## src/rtl/lnbi2c_pkg.sv

```systemverilog
package lnbi2c_pkg;

    localparam int BYTE_W = 8;
    localparam int SEL_W  = 3;
    localparam int PAY_W  = BYTE_W - SEL_W;
    localparam int CNT_W  = $clog2(BYTE_W + 1);

    localparam logic [SEL_W-1:0] SEL_STATUS = 3'b000;
    localparam logic [SEL_W-1:0] SEL_TONE   = 3'b001;
    localparam logic [SEL_W-1:0] SEL_CMD    = 3'b010;

    typedef struct packed {
        logic [SEL_W-1:0] sel;
        logic [PAY_W-1:0] pay;
    } regbyte_t;

    typedef enum logic [2:0] {
        LK_IDLE,
        LK_ADDR,
        LK_AACK,
        LK_WDATA,
        LK_WACK,
        LK_RDATA,
        LK_RACK
    } lk_state_t;

    function automatic logic addr_hit(input logic [BYTE_W-1:0] b,
                                      input logic [BYTE_W-2:0] dev);
        return b[BYTE_W-1:1] == dev;
    endfunction

    function automatic regbyte_t make_status(input logic [PAY_W-1:0] flags);
        regbyte_t w;
        w.sel = SEL_STATUS;
        w.pay = flags;
        return w;
    endfunction

endpackage

```

## src/rtl/lnbi2c_sync.sv

```systemverilog
module lnbi2c_sync #(
    parameter int STAGES = 2
) (
    input  logic clk,
    input  logic rst,
    input  logic scl_i,
    input  logic sda_i,
    output logic scl_s,
    output logic sda_s,
    output logic scl_rise,
    output logic scl_fall,
    output logic start_det,
    output logic stop_det
);
    localparam int LINES = 2;

    logic [LINES-1:0] raw;
    logic [LINES-1:0] now_s;
    logic [LINES-1:0] prev_s;

    assign raw = {sda_i, scl_i};

    for (genvar g = 0; g < LINES; g++) begin : g_line
        logic [STAGES-1:0] pipe_q;
        logic              last_q;
        always_ff @(posedge clk) begin
            if (rst) begin
                pipe_q <= '1;
                last_q <= 1'b1;
            end else begin
                pipe_q <= {pipe_q[STAGES-2:0], raw[g]};
                last_q <= pipe_q[STAGES-1];
            end
        end
        assign now_s[g]  = pipe_q[STAGES-1];
        assign prev_s[g] = last_q;
    end

    assign scl_s     = now_s[0];
    assign sda_s     = now_s[1];
    assign scl_rise  = now_s[0] & ~prev_s[0];
    assign scl_fall  = ~now_s[0] & prev_s[0];
    assign start_det = prev_s[1] & ~now_s[1] & now_s[0] & prev_s[0];
    assign stop_det  = ~prev_s[1] & now_s[1] & now_s[0] & prev_s[0];

endmodule

```

## src/rtl/lnbi2c_link.sv

```systemverilog
module lnbi2c_link
    import lnbi2c_pkg::*;
#(
    parameter logic [BYTE_W-2:0] DEV_ADDR = 7'b0001000
) (
    input  logic     clk,
    input  logic     rst,
    input  logic     scl_s,
    input  logic     sda_s,
    input  logic     scl_rise,
    input  logic     scl_fall,
    input  logic     start_det,
    input  logic     stop_det,
    input  logic     pwr_ok,
    input  regbyte_t status_word,
    output logic     wr_stb,
    output regbyte_t wr_byte,
    output logic     ack_drive,
    output logic     sda_oe
);
    localparam logic [CNT_W-1:0] FULL = CNT_W'(BYTE_W);

    lk_state_t         state_q;
    logic [BYTE_W-1:0] shreg_q;
    logic [CNT_W-1:0]  bitcnt_q;
    logic              rw_q;
    logic              nack_q;
    logic              wr_stb_q;
    regbyte_t          wr_byte_q;

    always_ff @(posedge clk) begin
        if (rst) begin
            state_q   <= LK_IDLE;
            shreg_q   <= '0;
            bitcnt_q  <= '0;
            rw_q      <= 1'b0;
            nack_q    <= 1'b0;
            wr_stb_q  <= 1'b0;
            wr_byte_q <= '0;
        end else begin
            wr_stb_q <= 1'b0;
            if (start_det) begin
                state_q  <= LK_ADDR;
                bitcnt_q <= '0;
            end else if (stop_det) begin
                state_q <= LK_IDLE;
            end else begin
                unique case (state_q)
                    LK_ADDR, LK_WDATA: begin
                        if (scl_rise && bitcnt_q != FULL) begin
                            shreg_q  <= {shreg_q[BYTE_W-2:0], sda_s};
                            bitcnt_q <= bitcnt_q + 1'b1;
                        end else if (scl_fall && bitcnt_q == FULL) begin
                            bitcnt_q <= '0;
                            if (!pwr_ok) begin
                                state_q <= LK_IDLE;
                            end else if (state_q == LK_ADDR) begin
                                if (addr_hit(shreg_q, DEV_ADDR)) begin
                                    state_q <= LK_AACK;
                                    rw_q    <= shreg_q[0];
                                end else begin
                                    state_q <= LK_IDLE;
                                end
                            end else begin
                                state_q   <= LK_WACK;
                                wr_stb_q  <= 1'b1;
                                wr_byte_q <= regbyte_t'(shreg_q);
                            end
                        end
                    end
                    LK_AACK: begin
                        if (scl_fall) begin
                            bitcnt_q <= '0;
                            if (rw_q) begin
                                state_q <= LK_RDATA;
                                shreg_q <= status_word;
                            end else begin
                                state_q <= LK_WDATA;
                            end
                        end
                    end
                    LK_WACK: begin
                        if (scl_fall) begin
                            state_q  <= LK_WDATA;
                            bitcnt_q <= '0;
                        end
                    end
                    LK_RDATA: begin
                        if (scl_rise) begin
                            bitcnt_q <= bitcnt_q + 1'b1;
                        end else if (scl_fall) begin
                            if (bitcnt_q == FULL) begin
                                state_q  <= LK_RACK;
                                bitcnt_q <= '0;
                            end else begin
                                shreg_q <= {shreg_q[BYTE_W-2:0], 1'b0};
                            end
                        end
                    end
                    LK_RACK: begin
                        if (scl_rise && scl_s) begin
                            nack_q <= sda_s;
                        end else if (scl_fall) begin
                            if (!nack_q) begin
                                state_q <= LK_RDATA;
                                shreg_q <= status_word;
                            end else begin
                                state_q <= LK_IDLE;
                            end
                        end
                    end
                    default: state_q <= LK_IDLE;
                endcase
            end
        end
    end

    assign ack_drive = (state_q == LK_AACK) || (state_q == LK_WACK);
    assign sda_oe    = ack_drive || ((state_q == LK_RDATA) && !shreg_q[BYTE_W-1]);
    assign wr_stb    = wr_stb_q;
    assign wr_byte   = wr_byte_q;

endmodule

```

## src/rtl/lnbi2c_regs.sv

```systemverilog
module lnbi2c_regs
    import lnbi2c_pkg::*;
#(
    parameter int NUM_WR = 2
) (
    input  logic                         clk,
    input  logic                         rst,
    input  logic                         wr_stb,
    input  regbyte_t                     wr_byte,
    input  logic [PAY_W-1:0]             flags_i,
    output logic [NUM_WR-1:0][PAY_W-1:0] bank_q,
    output regbyte_t                     status_word
);
    for (genvar g = 0; g < NUM_WR; g++) begin : g_bank
        localparam logic [SEL_W-1:0] CODE = SEL_W'(g + 1);
        logic [PAY_W-1:0] r_q;
        always_ff @(posedge clk) begin
            if (rst) begin
                r_q <= '0;
            end else if (wr_stb && wr_byte.sel == CODE) begin
                r_q <= wr_byte.pay;
            end
        end
        assign bank_q[g] = r_q;
    end

    always_comb status_word = make_status(flags_i);

endmodule

```

## src/rtl/lnbctl_i2c_regbank.sv

```systemverilog
module lnbctl_i2c_regbank
    import lnbi2c_pkg::*;
#(
    parameter logic [BYTE_W-2:0] DEV_ADDR    = 7'b0001000,
    parameter int                SYNC_STAGES = 2
) (
    input  logic             clk,
    input  logic             rst,
    input  logic             scl_i,
    input  logic             sda_i,
    output logic             sda_oe,
    input  logic             pwr_ok_i,
    input  logic [PAY_W-1:0] flags_i,
    output logic [PAY_W-1:0] tone_q,
    output logic [PAY_W-1:0] cmd_q
);
    localparam int NUM_WR = 2;

    logic     scl_s, sda_s, scl_rise, scl_fall, start_det, stop_det;
    logic     wr_stb, ack_drive;
    regbyte_t wr_byte, status_word;
    logic [NUM_WR-1:0][PAY_W-1:0] bank_q;

    lnbi2c_sync #(.STAGES(SYNC_STAGES)) u_sync (
        .clk(clk), .rst(rst), .scl_i(scl_i), .sda_i(sda_i),
        .scl_s(scl_s), .sda_s(sda_s), .scl_rise(scl_rise), .scl_fall(scl_fall),
        .start_det(start_det), .stop_det(stop_det)
    );

    lnbi2c_link #(.DEV_ADDR(DEV_ADDR)) u_link (
        .clk(clk), .rst(rst), .scl_s(scl_s), .sda_s(sda_s),
        .scl_rise(scl_rise), .scl_fall(scl_fall),
        .start_det(start_det), .stop_det(stop_det), .pwr_ok(pwr_ok_i),
        .status_word(status_word), .wr_stb(wr_stb), .wr_byte(wr_byte),
        .ack_drive(ack_drive), .sda_oe(sda_oe)
    );

    lnbi2c_regs #(.NUM_WR(NUM_WR)) u_regs (
        .clk(clk), .rst(rst), .wr_stb(wr_stb), .wr_byte(wr_byte),
        .flags_i(flags_i), .bank_q(bank_q), .status_word(status_word)
    );

    assign tone_q = bank_q[0];
    assign cmd_q  = bank_q[1];

endmodule

```

## config.mk

```make
export PLATFORM = sky130hd
export DESIGN_NAME = lnbctl_i2c_regbank
export DESIGN_NICKNAME = d
export VERILOG_FILES = /design/src/rtl/lnbi2c_pkg.sv /design/src/rtl/lnbi2c_sync.sv /design/src/rtl/lnbi2c_link.sv /design/src/rtl/lnbi2c_regs.sv /design/src/rtl/lnbctl_i2c_regbank.sv
export SDC_FILE = /design/constraint.sdc
export NUM_CORES = 1
export LEC_CHECK = 0
export CAP_MARGIN = 20
export CELL_PAD_IN_SITES_DETAIL_PLACEMENT = 1
export CELL_PAD_IN_SITES_GLOBAL_PLACEMENT = 2
export CORE_ASPECT_RATIO = 1.25
export CORE_UTILIZATION = 36
export CTS_BUF_LIST = sky130_fd_sc_hd__clkbuf_4 sky130_fd_sc_hd__clkbuf_8
export DETAILED_ROUTE_END_ITERATION = 8
export PLACE_DENSITY_LB_ADDON = 0.1
export SLEW_MARGIN = 10
export SYNTH_ARGS = -nofsm -noshare
export SYNTH_HDL_FRONTEND = slang
export SYNTH_SLANG_ARGS = --single-unit
```

## constraint.sdc

```tcl
create_clock -name clk -period 2.6 [get_ports clk]
set_input_delay 0.39 -clock clk [delete_from_list [all_inputs] [get_ports clk]]
set_output_delay 0.39 -clock clk [all_outputs]
set_load 0.1 [all_outputs]
```

; Word level (Yosys, flattened, before mapping)
; Index checks and enable logic that the tools add are counted.
[word_totals]
register_bits = 42
in_bits = 10
output_inout_bits = 11
word_cells = 130
[op_classes]
add_sub_neg = 1
n_eq_ne = 37
n_mux = 35
n_bitwise = 19
reduce_logical = 23
[op_table]
columns = operator, count
row1 = $mux W8, 9
row2 = $mux W3, 13
row3 = $pmux W8 S4, 1
row4 = $mux W4, 6
row5 = $ne A4 B3 Y1 const B, 6
row6 = $ne A2 B1 Y1 const B, 9
row7 = $reduce_and A9 Y1, 2
row8 = $ne A4 B4 Y1 const B, 4
row9 = $pmux W3 S5, 1
row10 = $pmux W4 S3, 1
row11 = $reduce_and A12 Y1, 1
row12 = $not A1 Y1, 11
row13 = $ne A2 B2 Y1 const B, 5
row14 = $eq A3 B2 Y1 const B, 3
row15 = $eq A3 B3 Y1 const B, 3
row16 = $ne A3 B1 Y1 const B, 3
row17 = $and A1 B1 Y1, 8
row18 = $reduce_and A8 Y1, 1
row19 = $eq A7 B4 Y1 const B, 1
row20 = $reduce_and A7 Y1, 1
row21 = $reduce_or A7 Y1, 1
row22 = $eq A3 B1 Y1 const B, 2
row23 = $logic_and A1 B1 Y1, 6
row24 = $reduce_and A6 Y1, 1
row25 = other kinds (11), 16

; Logic depth before layout (Yosys ltp)
[logic_depth]
ltp_word = 9
depth_mapped = 8
ltp_nobuf = 7

; Modules after synthesis
; Synthesis repeated with hierarchy kept, for this count alone.
[hier_totals]
hier_cells = 240
hier_area_um2 = 2233.4
[by_module_without_submodules]
columns = module, n_inst, cells_per_inst, area_per_inst_um2, seq_area_each_um2
row1 = lnbi2c_link, 1, 175, 1541.5, 520.5
row2 = lnbi2c_regs, 1, 49, 501.7, 200.2
row3 = lnbi2c_sync, 1, 16, 190.2, 120.1

; Worst setup path after synthesis
; OpenSTA, ideal clock, no wires.
[synth_path]
path_type = reg-to-output
start = register u_link.state_q[1]
end = output port sda_oe
t_arrival_ps = 1640
required_ps = 2210
path_slack_ps = 570
stages_incl_launch_ff = 4
n_path_buf = 2
cell_sequence = dfxtp_1 clkbuf_1 buf_1 a21o_1
[synth_via]
elab_chain_len = 3
word_cells_on_any_way = 6
cone_classes = 3 x eq/ne / 3 x reduce/logical
[synth_lines]
columns = item, line
row1 = start: declaration, lnbi2c_link.sv:23  ; lk_state_t state_q;
row2 = start signal: assignment, lnbi2c_link.sv:33  ; state_q <= LK_IDLE;
row3 = start signal: assignment, lnbi2c_link.sv:43  ; state_q <= LK_ADDR;
row4 = start signal: assignment, lnbi2c_link.sv:46  ; state_q <= LK_IDLE;
row5 = $eq A3 B2 Y1 (tied with other cells), lnbi2c_link.sv:118  ; assign ack_drive = (state_q == LK_AACK) || (state_q == LK_WACK);
row6 = $logic_or A1 B1 Y1 or $logic_and A1 B1 Y1 (tied branches), "lnbi2c_link.sv:118, lnbi2c_link.sv:119"
row7 = $logic_or A1 B1 Y1 (*), lnbi2c_link.sv:119  ; assign sda_oe = ack_drive || ((state_q == LK_RDATA) && !shreg_q[BYTE_W-1]);
row8 = end: declaration, lnbctl_i2c_regbank.sv:11  ; output logic sda_oe,
; Every way passes the cells marked *; elsewhere a longest branch is shown, timed or not.

; Worst setup path after layout
[layout_path]
start = register u_link.bitcnt_q[0]
end = register u_link.state_q[2]
[layout_via]
elab_chain_len = 4
word_cells_on_any_way = 8
cone_classes = 5 x eq/ne / 3 x reduce/logical
[layout_lines]
columns = item, line
row1 = start: declaration, lnbi2c_link.sv:25  ; logic [CNT_W-1:0] bitcnt_q;
row2 = start signal: assignment, lnbi2c_link.sv:52  ; bitcnt_q <= bitcnt_q + 1'b1;
row3 = start signal: assignment, lnbi2c_link.sv:90  ; bitcnt_q <= bitcnt_q + 1'b1;
row4 = $ne A4 B4 Y1 or $eq A4 B4 Y1 (tied branches), "lnbi2c_link.sv:50, lnbi2c_link.sv:53, lnbi2c_link.sv:92"
row5 = "$logic_and A1 B1 Y1, on equally long branches", "lnbi2c_link.sv:50, lnbi2c_link.sv:53"
row6 = $ne A2 B2 Y1 (no source line) or $ne A2 B1 Y1 (tied branches), --
row7 = $reduce_and A9 Y1 (no source line) (*), --
row8 = end signal: assignment, lnbi2c_link.sv:46
row9 = end signal: assignment, lnbi2c_link.sv:56  ; state_q <= LK_IDLE;
row10 = end signal: assignment, lnbi2c_link.sv:59  ; state_q <= LK_AACK;
; Marks and branches as above.
; A chain may end at the register's enable or synchronous reset.

==> results.cfg <==
[sta]
rsz0062_at_grt = false
fin_ws_ns = 0.5863
finalSetupTns_ns = 0
setup_viol = 0
fin_skew_ns = 0.009531
worstMarginPinSlew_ns = 0.6636
max_freq_mhz = 496.6
finalHoldViolCount = 0
finalMaxSlewViolations = 0
fin_crit_sh = 0.7745
relSlewSlack = 0.5542
min_period_ns = 2.014

[placed_design]
pre_cts_ws_ns = 0.5461
placed_cell_area_sq_mm = 0.002320
dp_hpwl_um = 3759
portBuffers = 20
finalWeightedCongestion = 0.7292

[detailed_routing]
drtIter0Drc = 61
vias_per_cell = 5.427
wl_per_cell_um = 15.84
vias = 1742
routed_wl_um = 5086
postRouteAntennaNets = 0
drt_pre_antenna_iters = 4
drc = 0

[synthesis]
yosys.area_share.simple = 0.2371
yosysTopAreaCell = dfxtp_1
ys.flop_type = dfxtp_1
synth_top_family_by_area = simple AND/OR/NAND/NOR gates
synth_top_area_share = 0.4138
synth_seq_cells = 42
yosysUniqueCellTypes = 46
yosys.area_share.adder = 0.01232
ys_top_cells_by_area = dfxtp_1, mux2i_1, nor2_1, nand2b_1, a21oi_1
synth_compound_area_frac = 0.1804
ys_seq_area_frac = 0.4138
syn_area_sq_mm = 0.002032
synth_mux_area_frac = 0.1084
netlist_instances = 233
async_flop_share = 0
yosysWarnings = 0
synthXorXnorAreaFrac = 0.004310
synth.avg_cell_area_sq_um = 8.721
syn-num-nets = 245
synth-edff-count = 0

[clock_network]
clockBufferDepth = 2
postCtsSetupRepairBufs = 0
cts.sinks = 42
numCtsBuffers = 5
cts_htree_levels = 2
tritoncts = done
cts_resized = 0
clk_latency_ns = 0.30
ctsRootBufferMaster = clkbuf_8
clkSlewWorstSetupHoldPaths_ns = 0.09
cts_hold_buffers = 0

[pwr]
p_leak_nw = 0.8261
vdd_drop_max_uv = 314.6
p_per_area_mw_per_mm2 = 515.2

[setup_path]
crit_type = reg -> reg
cp_slowest_stage_delay_ns = 0.44
reg2reg_slack_ns = 0.59
cpMaxStageDelayCell = a2111oi_0
rr_endpoint = u_link.state_q[2]
timing.critical_path.cells = inv_1 > ha_1 > nand3b_1 > nand2b_1 > o211a_1 > a311oi_1 > a2111oi_0
startpoint_type = flop
crit_required_ns = 2.76
worstPathMaxFanout = 6
timing.rr.start = u_link.bitcnt_q[0]
reg2regPathDepth = 7
crit_arrival_ns = 2.18
endpoint_kind = flop

[die]
start_util = 0.3733
die_h_um = 86.00
die_x_um = 69.20
ios = 21
core_sq_mm = 0.005443
die_area_sq_mm = 0.005950
rows = 30

[global_route]
gr-usage-all-layers = 0.1904
antenna_found_initial = 0
grt_pass1_wl_um = 9011
grt_pass1_vias = 1790
grt_start_max_net_pins = 24
grt-ovfl-total = 0

[finish]
final_cell_mix = dfxtp_1, nor2_1, mux2i_1
area_delta_synth_final_pct = 19.95
fill_cells = 660
num_antenna_cells = 0
drive_above_1_share = 0.1634
multi_input_area_sq_mm = 0.001109
regArea_sq_um = 840.8
final_area_sq_mm = 0.002437
final_util = 0.4478
layout.nets = 268
final_common_cell = dfxtp_1

[run]
drv_cap = 0

[outcome]
status = finished, final reports clean

[worst_hold_path]
hp-start = u_sync.g_line[0].pipe_q[0]
hold_path_depth = 1
min_to = u_sync.g_line[0].pipe_q[1]
worstHoldPathType = reg -> reg
==> worst max path at each step <==
stage / from / end / slack, ns / cells past startpoint
CTS: u_link.state_q[0] / u_link.shreg_q[0] / 0.57 / 6
global route: u_link.state_q[0] / u_link.shreg_q[0] / 0.38 / 6
global placement: u_link.state_q[0] / u_link.shreg_q[0] / 0.63 / 6
finish: u_link.bitcnt_q[0] / u_link.state_q[2] / 0.59 / 7
detailed placement: u_link.bitcnt_q[0] / u_link.state_q[2] / 0.55 / 7
floorplan: u_link.state_q[1] / sda_oe / 0.57 / 3
==> worst max-delay path: cells and delay by family (launching register included) <==
| kind | cells | cell delay [ns] |
|---|---|---|
| AOI/OAI and AO/OA | 3 | 0.77 |
| and+or+nand+nor | 2 | 0.46 |
| DFF | 1 | 0.38 |
| adders and majority gates | 1 | 0.19 |
| buffers and inverters | 1 | 0.07 |
==> cell type report <==
type,count,share of cell area
sequential,42,0.3450
inverter,8,0.01232
timing repair buffer,30,0.1068
multi-input combinational,169,0.4548
clock buffer,5,0.02823
tap,64,0.03285
clock inverter,3,0.02002
==> synth_stat cells (2+ instances only) <==
cell,instances
ha_1,2
nor4bb_1,2
nor2_1,28
mux2i_1,22
nand3b_1,4
nand3_1,10
a2111oi_0,2
nand2_1,14
a21boi_0,4
nand4_1,2
a211oi_1,2
o211ai_1,2
dfxtp_1,42
o31ai_1,2
a311oi_1,6
nand2b_1,9
inv_1,8
nor4b_1,2
or2_2,6
o21ai_0,10
a21oi_1,11
clkbuf_1,8
buf_2,5
nor2b_1,3
nor3_1,6
==> power breakdown <==
part	internal [mW]	switching, mW
Combinational	0.0282	0.0303
Sequential	0.647	0.00497
Clock	0.293	0.253
Total	0.968	0.288
==> per-layer routing <==
metal,vias to the layer above,part of all wire,global-route usage
li1,874,-,-
met1,846,0.44,0.2227
met2,16,0.53,0.3530
met3,6,0.017,0.03290
met4,0,0.013,0.05566
met5,-,0,0
==> through the flow <==
step / cells / power (mW) / hold slack (ns)
final: 321 / 1.256 / 0.4120
after global routing: 321 / 1.303 / 0.4315
after CTS: 321 / 1.274 / 0.4165
after detailed placement: 313 / 0.7265 / 0.3982
after global placement: 313 / 0.7265 / 0.3908
after floorplan: 233 / 0.6986 / 0.3895
==> state kept, by name (all words and copies together) (netlist names) <==
signal,flops
u_sync.g_line.last_q,2
u_sync.g_line.pipe_q,4
u_link.bitcnt_q,4
u_link.rw_q,1
u_link.state_q,3
u_link.nack_q,1
u_link.wr_stb,1
u_link.wr_byte,8
u_link.shreg_q,8
u_regs.g_bank.r_q,10
==> cell families after synthesis <==
logic type	after synthesis
flops	42
mux	22
xor+xnor	1
buf+inv	22
compound gates	52
fa+ha+maj	2
simple gates	92
(Power assumes the default switching activity.)
